$ cat src/rtl/gct_pkg.sv
package gct_pkg;

  localparam int ADDR_W = 2;

  localparam logic [ADDR_W-1:0] ADDR_CTRL   = 2'd0;
  localparam logic [ADDR_W-1:0] ADDR_COUNT  = 2'd1;
  localparam logic [ADDR_W-1:0] ADDR_RELOAD = 2'd2;

  // control bit positions; prescale field starts at BIT_PS_LO and the
  // initial-level and polarity bits follow it
  localparam int BIT_EN    = 0;
  localparam int BIT_MODE  = 1;
  localparam int BIT_PS_LO = 2;

  // strobes from control to datapath
  typedef struct packed {
    logic enabled;
    logic gatedMode;
    logic initLvl;
    logic step;
    logic gateFall;
    logic wrCount;
    logic wrReload;
  } strobe_t;

endpackage

$ cat src/rtl/gct_sync.sv
module gct_sync #(
  parameter int STAGES = 2
) (
  input  logic clk,
  input  logic rstN,
  input  logic din,
  output logic dout
);

  logic [STAGES-1:0] pipe;

  generate
    if (STAGES == 1) begin : g_single
      always_ff @(posedge clk or negedge rstN) begin
        if (!rstN) pipe <= '0;
        else       pipe <= din;
      end
    end else begin : g_chain
      always_ff @(posedge clk or negedge rstN) begin
        if (!rstN) pipe <= '0;
        else       pipe <= {pipe[STAGES-2:0], din};
      end
    end
  endgenerate

  assign dout = pipe[STAGES-1];

endmodule

$ cat src/rtl/gct_ctrl.sv
module gct_ctrl
  import gct_pkg::*;
#(
  parameter int DATA_W      = 16,
  parameter int PS_W        = 3,
  parameter int SYNC_STAGES = 2
) (
  input  logic              clk,
  input  logic              rstN,
  input  logic              wrEn,
  input  logic [ADDR_W-1:0] wrAddr,
  input  logic [DATA_W-1:0] wrData,
  input  logic              timerIn,
  output strobe_t           stb
);

  localparam int PSC_W    = (1 << PS_W) - 1;
  localparam int INIT_BIT = BIT_PS_LO + PS_W;
  localparam int POL_BIT  = INIT_BIT + 1;

  logic             enReg, gatedReg, initReg, polReg;
  logic [PS_W-1:0]  psSel;
  logic [PSC_W-1:0] psCnt, psLimit;
  logic             gateSync, gateActive, prevActive;
  logic             run, tick, ctrlWr;

  gct_sync #(.STAGES(SYNC_STAGES)) u_sync (
    .clk  (clk),
    .rstN (rstN),
    .din  (timerIn),
    .dout (gateSync)
  );

  assign ctrlWr     = wrEn && (wrAddr == ADDR_CTRL);
  assign gateActive = (gateSync == polReg);
  assign run        = enReg && (!gatedReg || gateActive);
  assign psLimit    = ~({PSC_W{1'b1}} << psSel);
  assign tick       = run && (psCnt == psLimit);

  always_ff @(posedge clk or negedge rstN) begin
    if (!rstN) begin
      enReg    <= 1'b0;
      gatedReg <= 1'b0;
      initReg  <= 1'b0;
      polReg   <= 1'b0;
      psSel    <= '0;
    end else if (ctrlWr) begin
      enReg    <= wrData[BIT_EN];
      gatedReg <= wrData[BIT_MODE];
      psSel    <= wrData[BIT_PS_LO +: PS_W];
      initReg  <= wrData[INIT_BIT];
      polReg   <= wrData[POL_BIT];
    end
  end

  always_ff @(posedge clk or negedge rstN) begin
    if (!rstN) begin
      psCnt      <= '0;
      prevActive <= 1'b0;
    end else begin
      prevActive <= gateActive;
      if (!enReg)    psCnt <= '0;
      else if (tick) psCnt <= '0;
      else if (run)  psCnt <= psCnt + 1'b1;
    end
  end

  assign stb.enabled   = enReg;
  assign stb.gatedMode = gatedReg;
  assign stb.initLvl   = initReg;
  assign stb.step      = tick;
  assign stb.gateFall  = enReg && gatedReg && prevActive && !gateActive;
  assign stb.wrCount   = wrEn && (wrAddr == ADDR_COUNT) && !enReg;
  assign stb.wrReload  = wrEn && (wrAddr == ADDR_RELOAD);

endmodule

$ cat src/rtl/gct_dp.sv
module gct_dp
  import gct_pkg::*;
#(
  parameter int CNT_W = 16
) (
  input  logic             clk,
  input  logic             rstN,
  input  strobe_t          stb,
  input  logic [CNT_W-1:0] wrData,
  output logic [CNT_W-1:0] count,
  output logic             timerOut,
  output logic             irq
);

  localparam logic [CNT_W-1:0] RESTART = CNT_W'(1);

  logic [CNT_W-1:0] cntReg, reloadReg, cntInc;
  logic             atReload, incMatch, hit, outLvl, irqReg;

  assign cntInc   = cntReg + 1'b1;
  assign atReload = (cntReg == reloadReg);
  assign incMatch = (cntInc == reloadReg);
  assign hit      = stb.step && (stb.gatedMode ? atReload : incMatch);

  always_ff @(posedge clk or negedge rstN) begin
    if (!rstN) begin
      cntReg    <= '0;
      reloadReg <= '0;
      outLvl    <= 1'b0;
      irqReg    <= 1'b0;
    end else begin
      if (stb.wrCount)
        cntReg <= wrData;
      else if (stb.step)
        cntReg <= (stb.gatedMode && atReload) ? RESTART : cntInc;

      if (stb.wrReload)
        reloadReg <= wrData;

      if (!stb.enabled) outLvl <= stb.initLvl;
      else if (hit)     outLvl <= !outLvl;

      irqReg <= hit || stb.gateFall;
    end
  end

  assign count    = cntReg;
  assign timerOut = outLvl;
  assign irq      = irqReg;

endmodule

$ cat src/rtl/gct_timer.sv
module gct_timer
  import gct_pkg::*;
#(
  parameter int CNT_W       = 16,
  parameter int PS_W        = 3,
  parameter int SYNC_STAGES = 2
) (
  input  logic              clk,
  input  logic              rstN,
  input  logic              wrEn,
  input  logic [ADDR_W-1:0] wrAddr,
  input  logic [CNT_W-1:0]  wrData,
  input  logic              timerIn,
  output logic [CNT_W-1:0]  count,
  output logic              timerOut,
  output logic              irq
);

  strobe_t stb;

  gct_ctrl #(
    .DATA_W      (CNT_W),
    .PS_W        (PS_W),
    .SYNC_STAGES (SYNC_STAGES)
  ) u_ctrl (
    .clk     (clk),
    .rstN    (rstN),
    .wrEn    (wrEn),
    .wrAddr  (wrAddr),
    .wrData  (wrData),
    .timerIn (timerIn),
    .stb     (stb)
  );

  gct_dp #(.CNT_W(CNT_W)) u_dp (
    .clk      (clk),
    .rstN     (rstN),
    .stb      (stb),
    .wrData   (wrData),
    .count    (count),
    .timerOut (timerOut),
    .irq      (irq)
  );

endmodule

$ cat config.mk
export PLATFORM = sky130hd
export DESIGN_NAME = gct_timer
export DESIGN_NICKNAME = d
export VERILOG_FILES = /design/src/rtl/gct_pkg.sv /design/src/rtl/gct_sync.sv /design/src/rtl/gct_ctrl.sv /design/src/rtl/gct_dp.sv /design/src/rtl/gct_timer.sv
export SDC_FILE = /design/constraint.sdc
export NUM_CORES = 1
export LEC_CHECK = 0
export BUFFER_PORTS_ARGS = -buffer_cell sky130_fd_sc_hd__buf_2
export CORE_MARGIN = 2
export CORE_UTILIZATION = 60
export CTS_CLUSTER_SIZE = 8
export DETAILED_ROUTE_END_ITERATION = 7
export GPL_ROUTABILITY_DRIVEN = 0
export HOLD_SLACK_MARGIN = 0.1
export PLACE_DENSITY = 0.82
export SKIP_CTS_REPAIR_TIMING = 1
export SLEW_MARGIN = 20
export SYNTH_ARGS = -nofsm -noshare
export SYNTH_HDL_FRONTEND = slang
export SYNTH_SLANG_ARGS = --single-unit
export TNS_END_PERCENT = 1
$ cat constraint.sdc
create_clock -name clk -period 4.6 [get_ports clk]
set_input_delay 0.92 -clock clk [delete_from_list [all_inputs] [get_ports clk]]
set_output_delay 0.92 -clock clk [all_outputs]
set_load 0.01 [all_outputs]
* Yosys cells after proc, flatten, opt, wreduce, memory -nomap -nowiden *
Index checks and enable logic that the tools add are counted.

word-level totals
  logic and storage cells = 52
  output and inout bits = 18
  bits in registers = 51

cells by class
  multiplexer cells = 9
  $add $sub $neg = 2
  reductions and logical operators = 19
  eq/ne operators = 8
  shifts and indexed selects = 1
  bitwise operators = 1

operators by type and width
  operator               number
  $mux 16                3
  $eq 16x16->1           2
  $mux 7                 3
  $add 16x1->16 const B  1
  $logic_and 1x1->1      11
  $add 7x1->7 const B    1
  $eq 7x7->1             1
  $not 7->7              1
  $shl 7x3->7 const A    1
  $logic_not 1->1        4
  $mux 1                 3
  $ne 3x3->1 const B     1
  $eq 2x1->1 const B     1
  $eq 2x2->1 const B     1
  $logic_not 2->1        1
  $logic_or 1x1->1       2
  $ne 2x1->1 const B     1
  $reduce_bool 2->1      1
  $eq 1x1->1             1

* Longest topological paths before layout *
  word-level depth = 7
  depth in mapped cells = 10
  gate-level depth less buffers = 8

* Hierarchy *
A second synthesis with hierarchy kept.

second synthesis, totals
  cells, all modules = 363
  area, all modules = 3405.8 um2

by module, submodules not included
  module    times used  area each (um2)  cells each
  gct_dp    1           2437.3           275
  gct_ctrl  1           918.4            86
  gct_sync  1           50.0             2

* Worst setup path after synthesis *
Ideal clock, no wire load.

  kind = register -> register
  start = reg u_ctrl.psSel[0]
  end = reg u_dp.cntReg[14] (netlist: u_dp.count[14])
  required time = 4468 ps
  buffers on the path = 3
  stages on the path, launching flop included = 11
  data arrival time = 2006 ps
  path slack = 2462 ps
  setup time = 132 ps
  cell sequence = dfrtp_1 -> buf_6 -> or4_1 -> o22ai_1 -> o22ai_1 -> nor3_2 -> buf_6 -> buf_8 -> o21ai_0 -> a22oi_1 -> o21ai_1

on the way
  longest elaborated chain between the ends = 5

ends and longest elaborated chain
  element                      line            RTL
  start, declared              gct_ctrl.sv:22  logic [PS_W-1:0] psSel;
  start signal, assigned       gct_ctrl.sv:50  psSel <= wrData[BIT_PS_LO +: PS_W];
  $shl 7x3->7                  gct_ctrl.sv:37  assign psLimit = ~({PSC_W{1'b1}} << psSel);
  $not 7->7                    gct_ctrl.sv:37
  $eq 7x7->1                   gct_ctrl.sv:38  assign tick = run && (psCnt == psLimit);
  $logic_and 1x1->1            gct_ctrl.sv:38
  $reduce_bool 2->1 (no line)  n/a
  end signal, assigned         gct_dp.sv:33    cntReg <= wrData;
  end signal, assigned         gct_dp.sv:35    cntReg <= (stb.gatedMode && atReload) ? RESTART : cntInc;
  end, declared                gct_dp.sv:17    logic [CNT_W-1:0] cntReg, reloadReg, cntInc;

Every way passes these cells.
A chain may end at the register's enable or synchronous reset.

* Worst setup path after layout *
  start = reg u_dp.cntReg[0] (netlist: u_dp.count[0])
  end = reg u_dp.outLvl (netlist: u_dp.timerOut)

on the way
  longest elaborated chain between the ends = 5
  elaborated cells between the ends (all ways) = 6
  classes of those cells = add/sub (1); eq/ne (3); mux (1); reduce/logical (1)

ends and longest elaborated chain
  element                   line          RTL
  $add 16x1->16             gct_dp.sv:20  assign cntInc = cntReg + 1'b1;
  $eq 16x16->1              gct_dp.sv:22  assign incMatch = (cntInc == reloadReg);
  $mux 1 (*)                gct_dp.sv:23  assign hit = stb.step && (stb.gatedMode ? atReload : incMatch);
  $logic_and 1x1->1 (*)     gct_dp.sv:23
  $ne 2x1->1 (no line) (*)  n/a
  end signal, assigned      gct_dp.sv:40  if (!stb.enabled) outLvl <= stb.initLvl;
  end signal, assigned      gct_dp.sv:41  else if (hit) outLvl <= !outLvl;
  end, declared             gct_dp.sv:18  logic atReload, incMatch, hit, outLvl, irqReg;

Mark *: on every way between the ends. The rest lies on a longest branch, timed or not.

==> results.toml <==
[yosys]
ys_ff_latch = 51
async_flop_share = 1.00
netlist_area_um2 = 3110
ys_types = 54
postSynthAreaPerCell_um2 = 9.31
yosysWarnings = 0
synth_nets = 358
postSynthCellCount = 334
yosysMostFrequentCell = "dfrtp_1"
synth_area_leaders = "dfrtp_1 (41%), mux2_2 (8.0%), o21ai_0 (4.5%)"
synth_top_cells_by_count = "dfrtp_1 (51), nand2_1 (30), o21ai_0 (28), nor2_1 (24), mux2_2 (22)"
ys_seq_area_frac = 0.410
netlist.area_leader.share = 0.410
synth_edf_count = 0
yosys.area.top_type = "dfrtp_1"
ys.flop_type = "dfrtp_1"

[route]
vias = 2644
routed_wl_mm = 6.84
ant_nets = 0
post_drt_wl_per_cell_um = 15.8
drt_iter0_markers = 169
vias_per_cell = 6.11
drt_pass1_iterations = 5
drcViolationCount = 0

[die]
initial_core_util = 0.617
row_count = 26
dieHeight_um = 76
io_pins = 40
die_w_um = 76
core_um2 = 5040
dieArea_um2 = 5780

[power]
ir_drop_v = 0.000230
cellPowerDensity_nw_per_um2 = 435
total_power_uw = 1480
p_leak_uw = 0.00143

[global_route]
grt_max_degree = 52
antenna_found_initial = 0
first_global_vias = 2397
grt_pass1_wl_mm = 11.5
grt_usage = 0.243
grt-ovfl-total = 0

[timing]
finalSetupViolCount = 0
setup_ws_ns = 1.95
worst_pin_slew_ns = 0.892
clock_skew_ns = 0.00958
relSlewSlack = 0.403
holdWs_ns = 0.354
tns_ns = 0
fmax_ghz = 0.378
final.min_clock_period_ns = 2.65
fin_crit_sh = 0.576
rsz0062_at_grt = "no"
drv_slew = 0
finalHoldViolCount = 0

[min_path]
hold_path_end = "u_ctrl.u_sync.pipe[1]"
hold_class = "reg -> reg"
min_path_cells = 0
worstHoldStart = "u_ctrl.u_sync.pipe[0]"

[clocking]
ctsLongestPathBuffers = 2
cts_sinks = 51
htree_num_levels = 2
numCtsBuffers = 5
root_buffer = "clkbuf_8"
clock_latency_ns = 0.31
tritoncts = "built"
clk_pin_slew_ns = 0.08

[worst_setup_path]
endpoint_kind = "flip-flop"
r2r_start = "u_dp.count[0]"
crit_fanout = 9
worstPathArrival_ns = 2.83
rr_worst_depth = 8
worst-r2r-setup-slack_ns = 1.95
worstSetupStartpointType = "flip-flop"
worstSetupPathType = "reg -> reg"
required_ns = 4.79
rr_endpoint = "u_dp.timerOut"

[layout]
nFillCells = 425
nets = 387
register_area_um2 = 1280
multi_input_area_um2 = 1710
diodes = 0
drive_above_1_share = 0.215
synthToLayoutAreaGrowth_pct = 9.45
finalInstanceArea_um2 = 3400

[placed_design]
place_area_um2 = 3310
post-place-ws_ns = 2.00
io_buffers = 39
hpwl_mm = 4.80

[job]
max_cap_viol_count = 0

[status]
status = "completed"
==> cell families after synthesis <==
kind of cell    after synthesis  share of synthesized area
compound gates               80                      0.163
fa+ha+maj                     2                    0.00804
flops                        51                      0.410
buf+inv                      27                     0.0467
mux                          23                     0.0829
xor+xnor                     24                     0.0676
simple gates                127                      0.222
==> cell usage in the layout, fill, tap and decap left out, types with 2 or more instances in the layout <==
master | Yosys | routed
a21oi_1 | 4 | 4
a22oi_1 | 13 | 13
a31oi_1 | 3 | 3
and3_1 | 8 | 8
and4_1 | 3 | 3
and4b_1 | 2 | 2
buf_2 | 7 | 39
buf_4 | 0 | 3
clkbuf_8 | 0 | 6
dfrtp_1 | 51 | 51
ha_1 | 2 | 2
inv_1 | 7 | 7
mux2_2 | 22 | 22
nand2_1 | 30 | 30
nand2b_1 | 2 | 2
nand3_1 | 13 | 13
nand4_1 | 7 | 7
nor2_1 | 24 | 24
nor2b_1 | 8 | 8
nor3_1 | 6 | 6
nor3b_1 | 3 | 2
nor4_1 | 8 | 8
nor4bb_1 | 3 | 2
o2111ai_1 | 2 | 2
o21ai_0 | 28 | 28
o21ai_1 | 12 | 12
o22ai_1 | 3 | 3
o31ai_1 | 3 | 3
o41ai_1 | 2 | 2
xnor2_1 | 14 | 14
xor2_1 | 10 | 10
==> worst max path at each step <==
stage | start | end | cells past startpoint
floorplan | u_ctrl.psSel[0] | u_dp.count[14] | 10
global placement | u_dp.count[10] | u_dp.count[8] | 7
detailed placement | u_dp.count[0] | u_dp.timerOut | 8
CTS | u_dp.count[0] | u_dp.timerOut | 8
global route | u_dp.count[0] | u_dp.timerOut | 8
finish | u_dp.count[0] | u_dp.timerOut | 8
==> cell type report <==
| class | instances | share of cell area |
|---|---|---|
| Timing Repair Buffer | 42 | 0.0639 |
| Sequential cell | 51 | 0.375 |
| Clock inverter | 1 | 0.00147 |
| Clock buffer | 6 | 0.0243 |
| Inverter | 7 | 0.00772 |
| Multi-Input combinational cell | 256 | 0.502 |
| Tap cell | 70 | 0.0257 |
==> per-stage QoR <==
stage                      util  std cells
after floorplan               -        334
after detailed placement  0.657        426
final                     0.675        433
after CTS                 0.674        433
after global placement    0.657        426
after global routing      0.675        433
==> critical path, cell delays in order (launching register included) <==
cell	delay, ns
dfrtp_1	0.51
ha_1	0.34
nand3_1	0.24
nor4_1	0.63
xor2_1	0.14
nor4_1	0.19
nand4_1	0.21
mux2i_1	0.19
o21ai_1	0.08
==> power by group <==
| group | switching [µW] | internal (µW) | total [µW] |
|---|---|---|---|
| logic | 265 | 245 | 510 |
| clock network | 142 | 118 | 261 |
| registers | 166 | 544 | 709 |
==> per-layer routing <==
| layer | track usage | share of wire |
|---|---|---|
| met5 | 0 | 0 |
| met4 | 0.0709 | 0.016 |
| met3 | 0.0403 | 0.060 |
| met2 | 0.372 | 0.44 |
| met1 | 0.358 | 0.48 |
==> registers in the layout (all words and copies together), names as in the netlist <==
signal,count
u_ctrl.gatedReg,1
u_dp.count,16
u_ctrl.polReg,1
u_dp.irq,1
u_ctrl.u_sync.pipe,2
u_ctrl.initReg,1
u_dp.reloadReg,16
u_ctrl.psSel,3
u_dp.timerOut,1
u_ctrl.prevActive,1
u_ctrl.psCnt,7
u_ctrl.enReg,1
No activity file was read; power rests on OpenSTA's default activity.
